--- src/rtl/wp_guard_pkg.sv ---
package wp_guard_pkg;

  localparam int KEY_W = 8;

  typedef enum logic [1:0] {
    ST_LOCKED = 2'd0,
    ST_ARMED  = 2'd1,
    ST_OPEN   = 2'd2
  } wp_state_e;

  // Next protection state after one key-register write.
  function automatic wp_state_e wp_step(
    input wp_state_e       cur,
    input logic [KEY_W-1:0] d,
    input logic [KEY_W-1:0] k_first,
    input logic [KEY_W-1:0] k_second
  );
    wp_state_e nxt;
    case (cur)
      ST_ARMED: nxt = (d == k_second) ? ST_OPEN  : ST_LOCKED;
      ST_OPEN:  nxt = (d == k_first)  ? ST_ARMED : ST_LOCKED;
      default:  nxt = (d == k_first)  ? ST_ARMED : ST_LOCKED;
    endcase
    return nxt;
  endfunction

endpackage

--- src/rtl/wp_key_fsm.sv ---
module wp_key_fsm
  import wp_guard_pkg::*;
#(
  parameter logic [KEY_W-1:0] KEY_FIRST  = 8'hCA,
  parameter logic [KEY_W-1:0] KEY_SECOND = 8'h53
) (
  input  logic             clk,
  input  logic             por_n,
  input  logic             key_wr,
  input  logic [KEY_W-1:0] key_data,
  output wp_state_e        state_o,
  output logic             unlocked_o
);

  wp_state_e state_q;

  // Named events, brought out for the assertions.
  logic hit_first;
  logic hit_second;
  logic key_good;
  logic key_bad;

  assign hit_first  = key_wr && (key_data == KEY_FIRST);
  assign hit_second = key_wr && (key_data == KEY_SECOND);
  assign key_good   = (state_q == ST_ARMED) ? hit_second : hit_first;
  assign key_bad    = key_wr && !key_good;

  // Only power-on reset touches the protection state.
  always_ff @(posedge clk or negedge por_n) begin
    if (!por_n) begin
      state_q <= ST_LOCKED;
    end else if (key_wr) begin
      state_q <= wp_step(state_q, key_data, KEY_FIRST, KEY_SECOND);
    end
  end

  assign state_o    = state_q;
  assign unlocked_o = (state_q == ST_OPEN);

  // no key write, no state change
  a_r9_idle_hold: assert property (@(posedge clk) disable iff (!por_n)
    !key_wr |=> $stable(state_q));

  // a byte that is out of sequence always locks
  a_r3_bad_byte_locks: assert property (@(posedge clk) disable iff (!por_n)
    key_bad |=> (state_q == ST_LOCKED));

  // opening only follows the second key in the armed state
  a_r2_open_source: assert property (@(posedge clk) disable iff (!por_n)
    $rose(unlocked_o) |-> $past(hit_second && (state_q == ST_ARMED)));

  // any key write while open leaves the open state
  a_r5_open_leaves: assert property (@(posedge clk) disable iff (!por_n)
    (key_wr && state_q == ST_OPEN) |=> (state_q != ST_OPEN));

endmodule

--- src/rtl/wp_write_gate.sv ---
module wp_write_gate #(
  parameter int N_PORTS = 4
) (
  input  logic               clk,
  input  logic               por_n,
  input  logic               sys_rst_n,
  input  logic               allow,
  input  logic [N_PORTS-1:0] prot_wr,
  output logic [N_PORTS-1:0] prot_wr_ok,
  output logic               discard_o,
  output logic               wr_err
);

  logic [N_PORTS-1:0] blocked;

  for (genvar g = 0; g < N_PORTS; g++) begin : g_port
    assign prot_wr_ok[g] = prot_wr[g] & allow;
    assign blocked[g]    = prot_wr[g] & ~allow;
  end

  assign discard_o = |blocked;

  always_ff @(posedge clk or negedge por_n) begin
    if (!por_n) begin
      wr_err <= 1'b0;
    end else if (!sys_rst_n) begin
      wr_err <= 1'b0;
    end else if (discard_o) begin
      wr_err <= 1'b1;
    end
  end

  // a dropped write raises the flag
  a_r8_discard_sets: assert property (@(posedge clk) disable iff (!por_n)
    (discard_o && sys_rst_n) |=> wr_err);

  // the flag is sticky outside system reset
  a_r8_sticky: assert property (@(posedge clk) disable iff (!por_n)
    (wr_err && sys_rst_n) |=> wr_err);

  // system reset clears the flag
  a_r6_sys_clears: assert property (@(posedge clk) disable iff (!por_n)
    !sys_rst_n |=> !wr_err);

  // no write passes while closed
  a_r7_closed_gate: assert property (@(posedge clk) disable iff (!por_n)
    !allow |-> ($countones(prot_wr_ok) == 0));

endmodule

--- src/rtl/wp_guard.sv ---
module wp_guard
  import wp_guard_pkg::*;
#(
  parameter int               N_PORTS    = 4,
  parameter logic [KEY_W-1:0] KEY_FIRST  = 8'hCA,
  parameter logic [KEY_W-1:0] KEY_SECOND = 8'h53
) (
  input  logic               clk,
  input  logic               por_n,
  input  logic               sys_rst_n,
  input  logic               key_wr,
  input  logic [KEY_W-1:0]   key_data,
  input  logic [N_PORTS-1:0] prot_wr,
  output logic               wr_allow,
  output logic [N_PORTS-1:0] prot_wr_ok,
  output logic               wr_err
);

  wp_state_e state;
  logic      unlocked;
  logic      discard;

  wp_key_fsm #(
    .KEY_FIRST  (KEY_FIRST),
    .KEY_SECOND (KEY_SECOND)
  ) u_fsm (
    .clk        (clk),
    .por_n      (por_n),
    .key_wr     (key_wr),
    .key_data   (key_data),
    .state_o    (state),
    .unlocked_o (unlocked)
  );

  wp_write_gate #(
    .N_PORTS (N_PORTS)
  ) u_gate (
    .clk        (clk),
    .por_n      (por_n),
    .sys_rst_n  (sys_rst_n),
    .allow      (unlocked),
    .prot_wr    (prot_wr),
    .prot_wr_ok (prot_wr_ok),
    .discard_o  (discard),
    .wr_err     (wr_err)
  );

  assign wr_allow = unlocked;

  // system reset alone does not move the protection state
  a_r6_state_kept: assert property (@(posedge clk) disable iff (!por_n)
    (!sys_rst_n && !key_wr) |=> $stable(state));

  // a discard never coincides with an open bank
  a_r7_discard_closed: assert property (@(posedge clk) disable iff (!por_n)
    discard |-> !wr_allow);

endmodule

--- config.mk ---
export PLATFORM = sky130hd
export DESIGN_NAME = wp_guard
export DESIGN_NICKNAME = d
export VERILOG_FILES = /design/src/rtl/wp_guard_pkg.sv /design/src/rtl/wp_key_fsm.sv /design/src/rtl/wp_write_gate.sv /design/src/rtl/wp_guard.sv
export SDC_FILE = /design/constraint.sdc
export NUM_CORES = 1
export LEC_CHECK = 0
export BUFFER_PORTS_ARGS = -buffer_cell sky130_fd_sc_hd__buf_2
export CAP_MARGIN = 40
export CORE_AREA = 4 4 41 43
export CTS_CLUSTER_DIAMETER = 60
export CTS_CLUSTER_SIZE = 24
export DETAILED_ROUTE_END_ITERATION = 12
export DIE_AREA = 0 0 45 47
export PLACE_DENSITY_LB_ADDON = 0.12
export SLEW_MARGIN = 10
export SYNTH_ARGS = -nofsm -noshare
export SYNTH_HDL_FRONTEND = slang
export SYNTH_SLANG_ARGS = --single-unit
--- constraint.sdc ---
create_clock -name clk -period 1.8 [get_ports clk]
set_clock_uncertainty 0.05 [all_clocks]
set_input_delay 0.27 -clock clk [delete_from_list [all_inputs] [get_ports clk]]
set_output_delay 0.27 -clock clk [all_outputs]
set_load 0.01 [all_outputs]
==> flow_metrics.env, run 1 <==
export IMPL_portBuffers=21
export IMPL_hp_start="sys_rst_n"
export IMPL_grt_use_total_pct=6.33
export IMPL_synth_compound_area_share_pct=13.1
export IMPL_wl_per_cell_um=9.55
export IMPL_fillers=157
export IMPL_antenna_left=0
export IMPL_placed_cell_area_um2=343
export IMPL_required_ns=1.48
export IMPL_clk_latency_ns=0.23
export IMPL_postSynthCellCount=21
export IMPL_drt_iter0_markers=4
export IMPL_rr_startpoint="u_fsm.state_o[0]"
export IMPL_synth_avg_cell_area_um2=10.4
export IMPL_cts_sinks=3
export IMPL_path_max_fanout=6
export IMPL_cts_buffer_depth=2
export IMPL_grt_max_degree=7
export IMPL_synth_commonest_cells="and2_1 (4), dfrtp_1 (3), nand2_1 (2), nor2_1 (2)"
export IMPL_tritoncts="built"
export IMPL_antenna_found_initial=0
export IMPL_syn_nets=37
export IMPL_setup_viol=0
export IMPL_synth_top_family_by_area="simple AND/OR/NAND/NOR gates"
export IMPL_synthToLayoutAreaGrowth_pct=73.1
export IMPL_io_pins=22
export IMPL_grt_ovfl_total=0
export IMPL_finalHoldViolations=0
export IMPL_dpl_hpwl_um=549
export IMPL_rsz0062_at_grt="no"
export IMPL_core_um2=1300
export IMPL_path_class="register to primary output"
export IMPL_cp_cell_sequence="nor2b_4 > and2_1 > buf_2"
export IMPL_yosysWarnings=0
export IMPL_synth_xor_area_share_pct=0
export IMPL_fmax_ghz=0.718
export IMPL_grt_pass1_vias=278
export IMPL_status="complete, no violations"
export IMPL_clkSlewWorstSetupHoldPaths_ns=0.04
export IMPL_power_density_nw_per_um2=570
export IMPL_fin_crit_ns=1.39
export IMPL_worst_pin_slew_ns=0.249
export IMPL_ir_drop_uv=318
export IMPL_drtPass1Iterations=2
export IMPL_grt_first_pass_wirelength_um=959
export IMPL_leakage_nw=0.198
export IMPL_cts_buffers=3
export IMPL_drc=0
export IMPL_start_util_pct=16.8
export IMPL_synthMuxAreaShare_pct=0
export IMPL_synth_edf_count=0
export IMPL_drv_cap=0
export IMPL_synth_seq_cells=3
export IMPL_die_x_um=45
export IMPL_critPathMaxStageDelay_ns=0.42
export IMPL_worstRegToRegCells=3
export IMPL_synth_ff_type="dfrtp_1"
export IMPL_slowest_stage="dfrtp_1"
export IMPL_antenna_cells=0
export IMPL_yosys_area_top_type_share_pct=34.3
export IMPL_fin_hold_ws_ns=0.204
export IMPL_final_seq_area_um2=75.1
export IMPL_post_route_period_util_pct=77.4
export IMPL_row_count=13
export IMPL_fin_setup_tns_ns=0
export IMPL_die_h_um=47
export IMPL_gp_congestion=0.719
export IMPL_finalInstanceArea_um2=379
export IMPL_holdPathEnd="u_gate.wr_err"
export IMPL_maxSlewViolCount=0
export IMPL_hold_class="primary input to register"
export IMPL_via_count=264
export IMPL_drive_above_1_share_pct=59.6
export IMPL_min_path_cells=2
export IMPL_cts_resized=0
export IMPL_synthSimpleGateAreaFrac_pct=50.9
export IMPL_synthAdderAreaFrac_pct=0
export IMPL_via_per_inst=4.26
export IMPL_fin_nets=64
export IMPL_synth_most_common_cell="and2_1"
export IMPL_yosysTopAreaCell="dfrtp_1"
export IMPL_synth_area_um2=219
export IMPL_crit_path_start_kind="register"
export IMPL_critPathCaptureType="primary output"
export IMPL_async_reset_ff_share_pct=100
export IMPL_cp_data_arrival_time_ns=1.07
export IMPL_htreeDepth=1
export IMPL_ys_types=14
export IMPL_timing_rr_end="u_gate.wr_err"
export IMPL_synth_yosys_seq_area_share_pct=34.3
export IMPL_rrSetupSlack_ns=0.83
export IMPL_multiInputGateArea_um2=140
export IMPL_drt_total_wl_um=592
export IMPL_ys_top_cells_by_area="dfrtp_1 (34%), and2_1 (11%), nor4_4 (9.7%), nor2b_4 (6.3%), nor4_2 (5.7%)"
export IMPL_die_area_um2=2120
export IMPL_relSlewSlack_pct=83.2
export IMPL_cts_root_buf="clkbuf_4"
[registers in the layout (all words and copies together) (netlist names)]
signal         cells
u_fsm.state_o      2
u_gate.wr_err      1
[cell usage in the layout (no fill, tap or decap), drive strengths merged]
cell type and count:
a32o 2, and2 4, buf 21, clkbuf 4, dfrtp 3, dlygate4sd3 1, inv 1, nand2 2
nand2b 1, nor2 2, nor2b 1, nor3b 1, nor4 2, nor4bb 1, o21a 1
[critical path, delay by kind of cell (launching register included)]
family / cells / cell delay [ns]
buffers and inverters: 1 / 0.13
flip-flops: 1 / 0.42
AND/OR/NAND/NOR: 2 / 0.30
[logic make-up (layout without fill, tap and decap cells)]
| logic type | count (synthesis) | after routing |
|---|---|---|
| simple gates | 14 | 14 |
| compound gates | 3 | 3 |
| flops | 3 | 3 |
| buf+inv | 1 | 27 |
[routing by layer]
metal / vias up / wire length, um / global-route usage [%]
li1: 128 / - / -
met3: 0 / 81 / 3.83
met5: - / 0 / 0
met1: 121 / 209 / 5.26
met2: 15 / 301 / 11.6
met4: 0 / 0 / 3.51
[report_power, final]
part	internal (mW)	leakage, nW	switching, mW
Clock	0.0828	0.0150	0.0314
Combinational	0.0180	0.143	0.0140
Sequential	0.0692	0.0397	0.000663
[area by class of cell]
type,count,area share [%]
multi-input combinational,17,37.0
timing repair buffer,22,30.4
sequential,3,19.8
clock buffer,4,6.93
tap,15,4.95
inverter,1,0.990
[repair_timing]
action,CTS,global route
hold endpoints to repair,3,0
buffers inserted,0,0
hold buffers,1,0
[metrics by stage]
step / power [mW] / std cells / util (%) / setup WS, ns
global route: 0.237 / 62 / 29.1 / 0.326
CTS: 0.224 / 62 / 29.1 / 0.378
detailed placement: 0.102 / 57 / 26.3 / 0.628
finish: 0.216 / 62 / 29.1 / 0.407
global placement: 0.101 / 57 / 26.3 / 0.665
floorplan: 0.0790 / 21 / - / 0.715
[how the worst max path moves through the flow]
stage,depth (start not counted),from,to
3_3_place_gp,3,u_fsm.state_o[1],prot_wr_ok[1]
2_1_floorplan,2,u_fsm.state_o[0],prot_wr_ok[0]
5_1_grt,3,u_fsm.state_o[0],prot_wr_ok[1]
6_report,3,u_fsm.state_o[0],prot_wr_ok[3]
3_5_place_dp,3,u_fsm.state_o[0],prot_wr_ok[3]
4_1_cts,3,u_fsm.state_o[0],prot_wr_ok[3]
Note: power is estimated with default switching activity, not from simulation.
==> run 2: changes to the inputs <==
==> constraint.sdc (replaced) <==
create_clock -name clk -period 1.27 [get_ports clk]
set_clock_uncertainty 0.05 [all_clocks]
set_input_delay 0.1905 -clock clk [delete_from_list [all_inputs] [get_ports clk]]
set_output_delay 0.1905 -clock clk [all_outputs]
set_load 0.01 [all_outputs]
==> run 2 against run 1 <==
The flow now finishes with violations (negative setup slack). Clock-buffer cell count did not move. Worst hold slack got worse by 0.081 ns. Utilization grew 1.2 points. Combinational power up 42%. Clock power increased by 43%. Sequential share of layout area fell by 0.75 points. Global-route usage rose by 1.2 points. Register-to-register slack worse by 0.63 ns. Sequential power is 42% higher. Cell count is 3.2% higher. First-iteration DRC count shrank 75%. Critical path type unchanged. Highest routed layer unchanged.
==> flow_metrics.env, run 2 (synthesis gave the netlist of run 1 again) <==
export IMPL_status="finished, violations left"
export IMPL_violations="negative setup slack"
export IMPL_leakage_nw=0.209
export IMPL_final_util_pct=30.3
export IMPL_via_count=266
export IMPL_grt_use_total_pct=7.52
export IMPL_grt_first_pass_wirelength_um=1100
export IMPL_antenna_left=0
export IMPL_holdPathEnd="u_gate.wr_err"
export IMPL_die_x_um=45
export IMPL_setup_viol=4
export IMPL_synthToLayoutAreaGrowth_pct=80.0
export IMPL_grt_pass1_vias=320
export IMPL_hp_start="sys_rst_n"
export IMPL_portBuffers=21
export IMPL_row_count=13
export IMPL_rr_startpoint="u_fsm.state_o[1]"
export IMPL_maxSlewViolCount=0
export IMPL_fin_nets=66
export IMPL_fin_crit_ns=1.29
export IMPL_drv_cap=0
export IMPL_cts_buffers=3
export IMPL_final_common_cell="buf_2"
export IMPL_clk_latency_ns=0.23
export IMPL_hold_class="primary input to register"
export IMPL_via_per_inst=4.16
export IMPL_grt_max_degree=7
export IMPL_drc=0
export IMPL_cp_data_arrival_time_ns=1.05
export IMPL_ir_drop_uv=363
export IMPL_cts_sinks=3
export IMPL_path_max_fanout=6
export IMPL_timing_rr_end="u_fsm.state_o[0]"
export IMPL_required_ns=1.03
export IMPL_clkSlewWorstSetupHoldPaths_ns=0.03
export IMPL_drive_above_1_share_pct=61.2
export IMPL_slowest_stage="dfrtp_1"
export IMPL_core_um2=1300
export IMPL_cts_buffer_depth=2
export IMPL_cp_cell_sequence="nor2b_4 > and2_1 > buf_2"
export IMPL_drt_iter0_markers=1
export IMPL_dpl_hpwl_um=565
export IMPL_cts_resized=0
export IMPL_cts_root_buf="clkbuf_4"
export IMPL_mostFrequentLayoutCells="buf_2 (21), and2_1 (4), clkbuf_4 (3), dfrtp_1 (3)"
export IMPL_placed_cells=57
export IMPL_crit_path_start_kind="register"
export IMPL_finalHoldViolations=0
export IMPL_post_route_period_util_pct=102
export IMPL_fmax_ghz=0.775
export IMPL_die_h_um=47
export IMPL_power_density_nw_per_um2=780
export IMPL_grt_ovfl_total=0
export IMPL_fin_hold_ws_ns=0.123
export IMPL_path_class="register to primary output"
export IMPL_fin_setup_tns_ns=-0.0606
export IMPL_fillers=149
export IMPL_wl_per_cell_um=9.88
export IMPL_drtPass1Iterations=2
export IMPL_rsz0062_at_grt="yes"
export IMPL_start_util_pct=16.8
export IMPL_critPathMaxStageDelay_ns=0.40
export IMPL_die_area_um2=2120
export IMPL_rrSetupSlack_ns=0.20
export IMPL_largest_reg_flops=2
export IMPL_antenna_found_initial=0
export IMPL_critPathCaptureType="primary output"
export IMPL_gp_congestion=0.719
export IMPL_min_path_cells=2
export IMPL_finalNonFillerCells=64
export IMPL_htreeDepth=1
export IMPL_worstRegToRegCells=3
export IMPL_tritoncts="built"
export IMPL_worst_slack_ns=-0.0195
export IMPL_relSlewSlack_pct=83.6
export IMPL_io_pins=22
export IMPL_antenna_cells=0
export IMPL_drt_total_wl_um=632
export IMPL_worst_pin_slew_ns=0.242
run 2: cell count changes in the layout (fill, tap and decap cells not counted), sizes merged:
cell | before | now
buf | 21 | 23
run 2: layout make-up:
type                            count  area, um2  area share (%)
Inverter                            1       3.75           0.952
Timing Repair Buffer               24        130            33.0
Multi-Input combinational cell     17        140            35.6
Tap cell                           15       18.8            4.76
Sequential cell                     3       75.1            19.0
Clock buffer                        4       26.3            6.67
run 2: metal layers:
layer	vias up	GRT usage [%]	part of all wire [%]
li1	131	-	-
met1	120	6.39	29
met2	15	13.6	56
met3	0	1.53	15
met4	0	8.77	0
met5	-	0	0
run 2: metrics by stage:
stage | setup slack [ns] | area, um2 | power (mW)
2_1_floorplan | 0.265 | 219 | 0.112
3_3_place_gp | 0.214 | 343 | 0.143
3_5_place_dp | 0.177 | 343 | 0.144
4_1_cts | -0.0431 | 394 | 0.320
5_1_grt | -0.0944 | 394 | 0.331
6_report | -0.0195 | 394 | 0.308
run 2: how the worst max path moves through the flow:
stage / startpoint / end / slack (ns)
floorplan: u_fsm.state_o[0] / prot_wr_ok[0] / 0.26
global placement: u_fsm.state_o[1] / prot_wr_ok[1] / 0.21
detailed placement: u_fsm.state_o[0] / prot_wr_ok[2] / 0.18
CTS: u_fsm.state_o[0] / prot_wr_ok[1] / -0.04
global route: u_fsm.state_o[0] / prot_wr_ok[1] / -0.09
finish: u_fsm.state_o[0] / prot_wr_ok[1] / -0.02
run 2: power breakdown:
| group | total (mW) | switching, mW | leakage [nW] | internal [mW] |
|---|---|---|---|---|
| Sequential | 0.0990 | 0.000857 | 0.0397 | 0.0981 |
| Clock | 0.163 | 0.0456 | 0.0150 | 0.117 |
| Combinational | 0.0455 | 0.0198 | 0.154 | 0.0257 |
run 2: repair_timing:
| action | CTS | global route |
|---|---|---|
| setup buffers | 2 | 0 |
| hold buffers | 1 | 0 |
| pin swaps | 2 | 0 |
| endpoints found under the hold margin | 3 | 0 |
| endpoints found under the setup margin | 4 | 4 |
run 2: critical path, delay by kind of cell, from the launching register on:
kind,cells,cell delay (ns)
flops,1,0.40
simple gates,2,0.30
buf+inv,1,0.12
